--- src/rtl/uart_rto_pkg.sv ---
package uart_rto_pkg;
  localparam int unsigned RTO_TH_W       = 7;
  localparam int unsigned RTO_TICKS_UNIT = 8;

  function automatic logic [RTO_TH_W:0] sat_inc(input logic [RTO_TH_W:0] v);
    return (&v) ? v : v + 1'b1;
  endfunction
endpackage

--- src/rtl/uart_rto_prescaler.sv ---
module uart_rto_prescaler #(
  parameter int unsigned TICKS = 8
) (
  input  logic clk_i,
  input  logic rst_ni,
  input  logic clr_i,
  input  logic tick_i,
  output logic unit_o
);
  localparam int unsigned PW = (TICKS > 1) ? $clog2(TICKS) : 1;
  localparam logic [PW-1:0] LAST = PW'(TICKS - 1);

  logic [PW-1:0] phase_q;

  assign unit_o = tick_i & ~clr_i & (phase_q == LAST);

  always_ff @(posedge clk_i or negedge rst_ni) begin
    if (!rst_ni)                 phase_q <= '0;
    else if (clr_i || unit_o)    phase_q <= '0;
    else if (tick_i)             phase_q <= phase_q + 1'b1;
  end

  assert_clear_restarts_R5: assert property (@(posedge clk_i) disable iff (!rst_ni)
    clr_i |=> (phase_q == '0));

  assert_unit_needs_tick_R2: assert property (@(posedge clk_i) disable iff (!rst_ni)
    !tick_i |=> $stable(phase_q) || (phase_q == '0));
endmodule

--- src/rtl/uart_rto_idle_cnt.sv ---
module uart_rto_idle_cnt #(
  parameter int unsigned CW = 8
) (
  input  logic          clk_i,
  input  logic          rst_ni,
  input  logic          clr_i,
  input  logic          inc_i,
  output logic [CW-1:0] cnt_o
);
  logic [CW-1:0] cnt_q;

  always_ff @(posedge clk_i or negedge rst_ni) begin
    if (!rst_ni)      cnt_q <= '0;
    else if (clr_i)   cnt_q <= '0;
    else if (inc_i && !(&cnt_q)) cnt_q <= cnt_q + 1'b1;
  end

  assign cnt_o = cnt_q;

  assert_no_wrap_R8: assert property (@(posedge clk_i) disable iff (!rst_ni)
    ((&cnt_q) && !clr_i) |=> (&cnt_q));

  assert_cleared_count_R5: assert property (@(posedge clk_i) disable iff (!rst_ni)
    clr_i |=> (cnt_q == '0));
endmodule

--- src/rtl/uart_rx_idle_timeout.sv ---
module uart_rx_idle_timeout
  import uart_rto_pkg::*;
#(
  parameter int unsigned TH_W  = RTO_TH_W,
  parameter int unsigned TICKS = RTO_TICKS_UNIT
) (
  input  logic            clk_i,
  input  logic            rst_ni,
  input  logic            bit_tick_i,
  input  logic            byte_rx_i,
  input  logic            fifo_nonempty_i,
  input  logic            rto_en_i,
  input  logic [TH_W-1:0] thresh_i,
  output logic            timeout_o
);
  localparam int unsigned CW = TH_W + 1;

  logic          armed_q, active, clr, unit;
  logic [CW-1:0] idle_cnt;
  logic          to_q;

  // counting runs only after a byte has arrived and while data is pending
  assign active = rto_en_i & fifo_nonempty_i & armed_q;
  assign clr    = byte_rx_i | ~active;

  always_ff @(posedge clk_i or negedge rst_ni) begin
    if (!rst_ni) armed_q <= 1'b0;
    else         armed_q <= byte_rx_i | (armed_q & fifo_nonempty_i);
  end

  uart_rto_prescaler #(.TICKS(TICKS)) u_pre (
    .clk_i (clk_i),
    .rst_ni(rst_ni),
    .clr_i (clr),
    .tick_i(bit_tick_i),
    .unit_o(unit)
  );

  uart_rto_idle_cnt #(.CW(CW)) u_cnt (
    .clk_i (clk_i),
    .rst_ni(rst_ni),
    .clr_i (clr),
    .inc_i (unit),
    .cnt_o (idle_cnt)
  );

  always_ff @(posedge clk_i or negedge rst_ni) begin
    if (!rst_ni)                           to_q <= 1'b0;
    else if (!rto_en_i || !fifo_nonempty_i) to_q <= 1'b0;
    else if (armed_q && (idle_cnt > {1'b0, thresh_i})) to_q <= 1'b1;
  end

  assign timeout_o = to_q;

  assert_disabled_quiet_R1: assert property (@(posedge clk_i) disable iff (!rst_ni)
    !rto_en_i |=> !timeout_o);

  assert_sticky_R6: assert property (@(posedge clk_i) disable iff (!rst_ni)
    (timeout_o && rto_en_i && fifo_nonempty_i) |=> timeout_o);

  assert_drain_clears_R7: assert property (@(posedge clk_i) disable iff (!rst_ni)
    !fifo_nonempty_i |=> (!timeout_o && idle_cnt == '0));

  assert_not_before_byte_R4: assert property (@(posedge clk_i) disable iff (!rst_ni)
    (!armed_q && !byte_rx_i) |=> (idle_cnt == '0));
endmodule

--- config.mk ---
export PLATFORM = sky130hd
export DESIGN_NAME = uart_rx_idle_timeout
export DESIGN_NICKNAME = d
export VERILOG_FILES = /design/src/rtl/uart_rto_pkg.sv /design/src/rtl/uart_rto_prescaler.sv /design/src/rtl/uart_rto_idle_cnt.sv /design/src/rtl/uart_rx_idle_timeout.sv
export SDC_FILE = /design/constraint.sdc
export NUM_CORES = 1
export LEC_CHECK = 0
export ABC_CLOCK_PERIOD_IN_PS = 4700
export BUFFER_PORTS_ARGS = -buffer_cell sky130_fd_sc_hd__buf_2
export CAP_MARGIN = 20
export CORE_UTILIZATION = 55
export DETAILED_ROUTE_END_ITERATION = 16
export GPL_TIMING_DRIVEN = 0
export PLACE_DENSITY = 0.75
export SLEW_MARGIN = 0
export SYNTH_ARGS = -nofsm -noshare
export SYNTH_HDL_FRONTEND = slang
export SYNTH_SLANG_ARGS = --single-unit
export TNS_END_PERCENT = 20
--- constraint.sdc ---
create_clock -name clk_i -period 4.7 [get_ports clk_i]
set_input_delay 0.47 -clock clk_i [delete_from_list [all_inputs] [get_ports clk_i]]
set_output_delay 0.47 -clock clk_i [all_outputs]
set_load 0.05 [all_outputs]
==> results summary <==
Synthesis produced a netlist with a net count of 109. The HPWL after detailed placement is 1210 µm. After detailed routing, the average wire length per cell comes to 13.4 µm. The final setup violation count came out at 0. The clock skew after layout came out at 10.5 ps. For this design the top-level I/O count stands at 14. The first-pass iteration count of the detailed router is 4.

The tightest min-delay check is of the primary input to asynchronous set/reset pin type. The layout has 103 filler cells. The final weighted congestion in routability-driven placement is 0.788. The endpoint class of the critical path is a flip-flop. The worst setup path is launched from a flip-flop. Dividing total power by cell area gives a power density of 212 nW/µm². The initial antenna violation count came out at 0. The total detailed-routing wirelength came out at 1580 µm. The residual DRC count is 0. Compared with the post-synthesis result, the final layout area differs by 13.2%. The path type of the worst setup path is flip-flop to flip-flop. The placed instances occupy a cell area of 917 µm².

The total count of hold-check failures in the final report came out at 0. After the first detailed-routing iteration, the DRC count stood at 9. After routing the design area is 943 µm². The area of the placeable core is 1350 µm². The cell leakage power is 0.462 nW. Dividing the final minimum period by the clock period gives 0.361. The number of buffers on the longest clock path is 2. The share of the Yosys chip area taken by registers is 0.390.

The post-detailed-route count of antenna-violating nets came out at 0. The pin count of the biggest net entering global routing came out at 14. Among all flip-flop cells after synthesis, the most frequent one is dfrtp_1.

The count of cell types in the netlist came out at 30. The number of antenna diodes in the final layout is 0. In this run the core area contains 13 standard-cell rows.

In this run, post-CTS hold repair placed 0 buffers. The number of buffers created by CTS came out at 3. The accumulated negative setup slack is 0 ps. The CTS tree is done. Synthesis handed over a netlist of 86 instances.

The die area came out at 1670 µm². The run finished with clean final reports. The final count of pins violating max slew came out at 0. The cell at the root of the clock tree is clkbuf_4. After clock tree synthesis, the clock-pin slew on the worst setup and hold paths is 80 ps. The number of vias in the routed layout is 707. The first-pass GRT wire length came out at 2570 µm.

After the last flow step, the layout net total stands at 127. Setup repair after global routing left no endpoint under its margin. Max-cap violations in this run came to 0. CTS built an H-tree with a depth of 1.

The number of enable-type register cells in the synthesized netlist is 0. Data arrives at the worst endpoint at 1890 ps. The final critical path time including I/O delays and setup is 1700 ps. The pin slew with the least headroom to its limit came out at 440 ps. Dividing the detail-routed via count by the number of cells gives 5.99. The async set-reset flop share out of synthesis is 1.00. The summed instance area of the synthesized netlist came out at 833 µm².

Of the post-synthesis cell area, the dominant cell type holds 0.390. Summed over all layers, the global routing overflow is 0. The height of the die is 40.9 µm. The synthesized flop and latch total came out at 13.

The share of final-layout standard cells stronger than drive strength 1 is 0.184. The floorplan step set the die width to 40.9 µm. The library cell with the largest summed area after synthesis is dfrtp_1. The count of yosys warnings during synthesis is 0.

The mean instance size in the synthesized netlist came out at 9.69 µm². The number of global-route vias before repair is 621. The count of cells resized by post-cts repair is 0.

The total setup buffers inserted after CTS came out at 0. The total routing usage reported by global routing is 0.235. The starting density of the core came out at 0.617. The required time at the endpoint of the critical path is 4890 ps. The clock drives 13 sinks.

The tightest slew margin relative to the limit is 0.707. The maximum frequency from static timing analysis is 0.589 GHz. The number of buffers added on ports is 13.

By area the synthesized netlist is led by dfrtp_1 (39%), ha_1 (15%), a21oi_1 (4.2%). The worst supply voltage drop on vdd is 0.143 mV. The clock latency reported for the late side of the worst-skew pair came out at 280 ps. In this run the worst path has a maximum fanout of 7.
[where the power goes]
| group | total (mW) | switching, mW | internal, mW |
|---|---|---|---|
| logic | 0.0173 | 0.00987 | 0.00739 |
| registers | 0.113 | 0.000664 | 0.113 |
| clock network | 0.0691 | 0.0362 | 0.0329 |
| total | 0.200 | 0.0468 | 0.153 |
[worst paths after layout]
path                            slack (ps)  depth (start not counted)          endpoint              from
worst max-delay path                  3000                          5    u_cnt.cnt_o[6]  u_pre.phase_q[0]
worst min-delay path                    60                          1    u_cnt.cnt_o[5]            rst_ni
worst max register to register        3000                          5    u_cnt.cnt_o[6]  u_pre.phase_q[0]
worst min register to register         540                          1         timeout_o         timeout_o
max in group asynchronous             4400                          1  u_pre.phase_q[0]            rst_ni
min in group clk_i                     380                          2           armed_q         byte_rx_i
[routing by layer]
layer | global-route usage | vias to the layer above | share of wire
met5 | 0 | - | 0
met4 | 0.0750 | 0 | 0.010
met3 | 0.0489 | 4 | 0.027
met2 | 0.395 | 13 | 0.48
met1 | 0.298 | 333 | 0.48
li1 | - | 357 | -
[logic make-up (layout without fill, tap and decap cells)]
kind of cell             count (synthesis)  count (layout)  share of synthesized area
AND/OR/NAND/NOR                         29              29                      0.195
AO/OA/AOI/OAI                           22              22                      0.191
flip-flops                              13              13                      0.390
adder cells (fa/ha/maj)                 10              10                      0.150
buffers and inverters                    9              26                     0.0405
XOR/XNOR                                 2               2                     0.0210
multiplexers                             1               1                     0.0120
[critical path, cell delays in order (launching register included)]
cell	delay [ps]
dfrtp_1	370
ha_1	160
ha_1	270
nand2_1	170
or4_1	500
a21oi_1	150
[sequential cells by signal (all words and copies together) (netlist names)]
name	count
armed_q	1
timeout_o	1
u_cnt.cnt_o	8
u_pre.phase_q	3
[placed cells by master, fill, tap and decap left out, drive strengths merged, types with 2 or more instances in the layout]
master	synthesis	routed
buf	0	13
nor2	6	6
o211ai	2	2
nand3	4	4
nand2	6	6
nor2b	2	2
clkbuf	1	5
dfrtp	13	13
a21o	2	2
nand4b	2	2
a21oi	7	7
ha	10	10
a31oi	3	3
nand3b	2	2
nor3	4	4
inv	8	8
a211oi	2	2
[synthesized netlist by cell type, drive strengths merged (2+ instances only)]
library cell  instances
a211oi                2
a21o                  2
a21oi                 7
a31oi                 3
dfrtp                13
ha                   10
inv                   8
nand2                 6
nand3                 4
nand3b                2
nand4b                2
nor2                  6
nor2b                 2
nor3                  4
o211ai                2
[cell type report]
class	instances	area (µm²)	share of cell area
Multi-Input combinational cell	64	474	0.503
Tap cell	15	18.8	0.0199
Timing Repair Buffer	13	65.1	0.0690
Buffer	1	3.75	0.00398
Sequential cell	13	325	0.345
Clock buffer	4	26.3	0.0279
Inverter	8	30.0	0.0318
[per-stage QoR]
| step | instances | total power [mW] | utilization | setup WS (ps) | hold slack (ps) |
|---|---|---|---|---|---|
| after CTS | 118 | 0.200 | 0.699 | 3000 | 76.1 |
| after detailed placement | 114 | 0.133 | 0.679 | 2890 | 373 |
| after floorplan | 86 | 0.123 | - | 3090 | 174 |
| after global placement | 114 | 0.132 | 0.679 | 2890 | 376 |
| after global routing | 118 | 0.209 | 0.699 | 2900 | 85.0 |
| final | 118 | 0.200 | 0.699 | 3000 | 59.5 |
(Power assumes the default switching activity.)
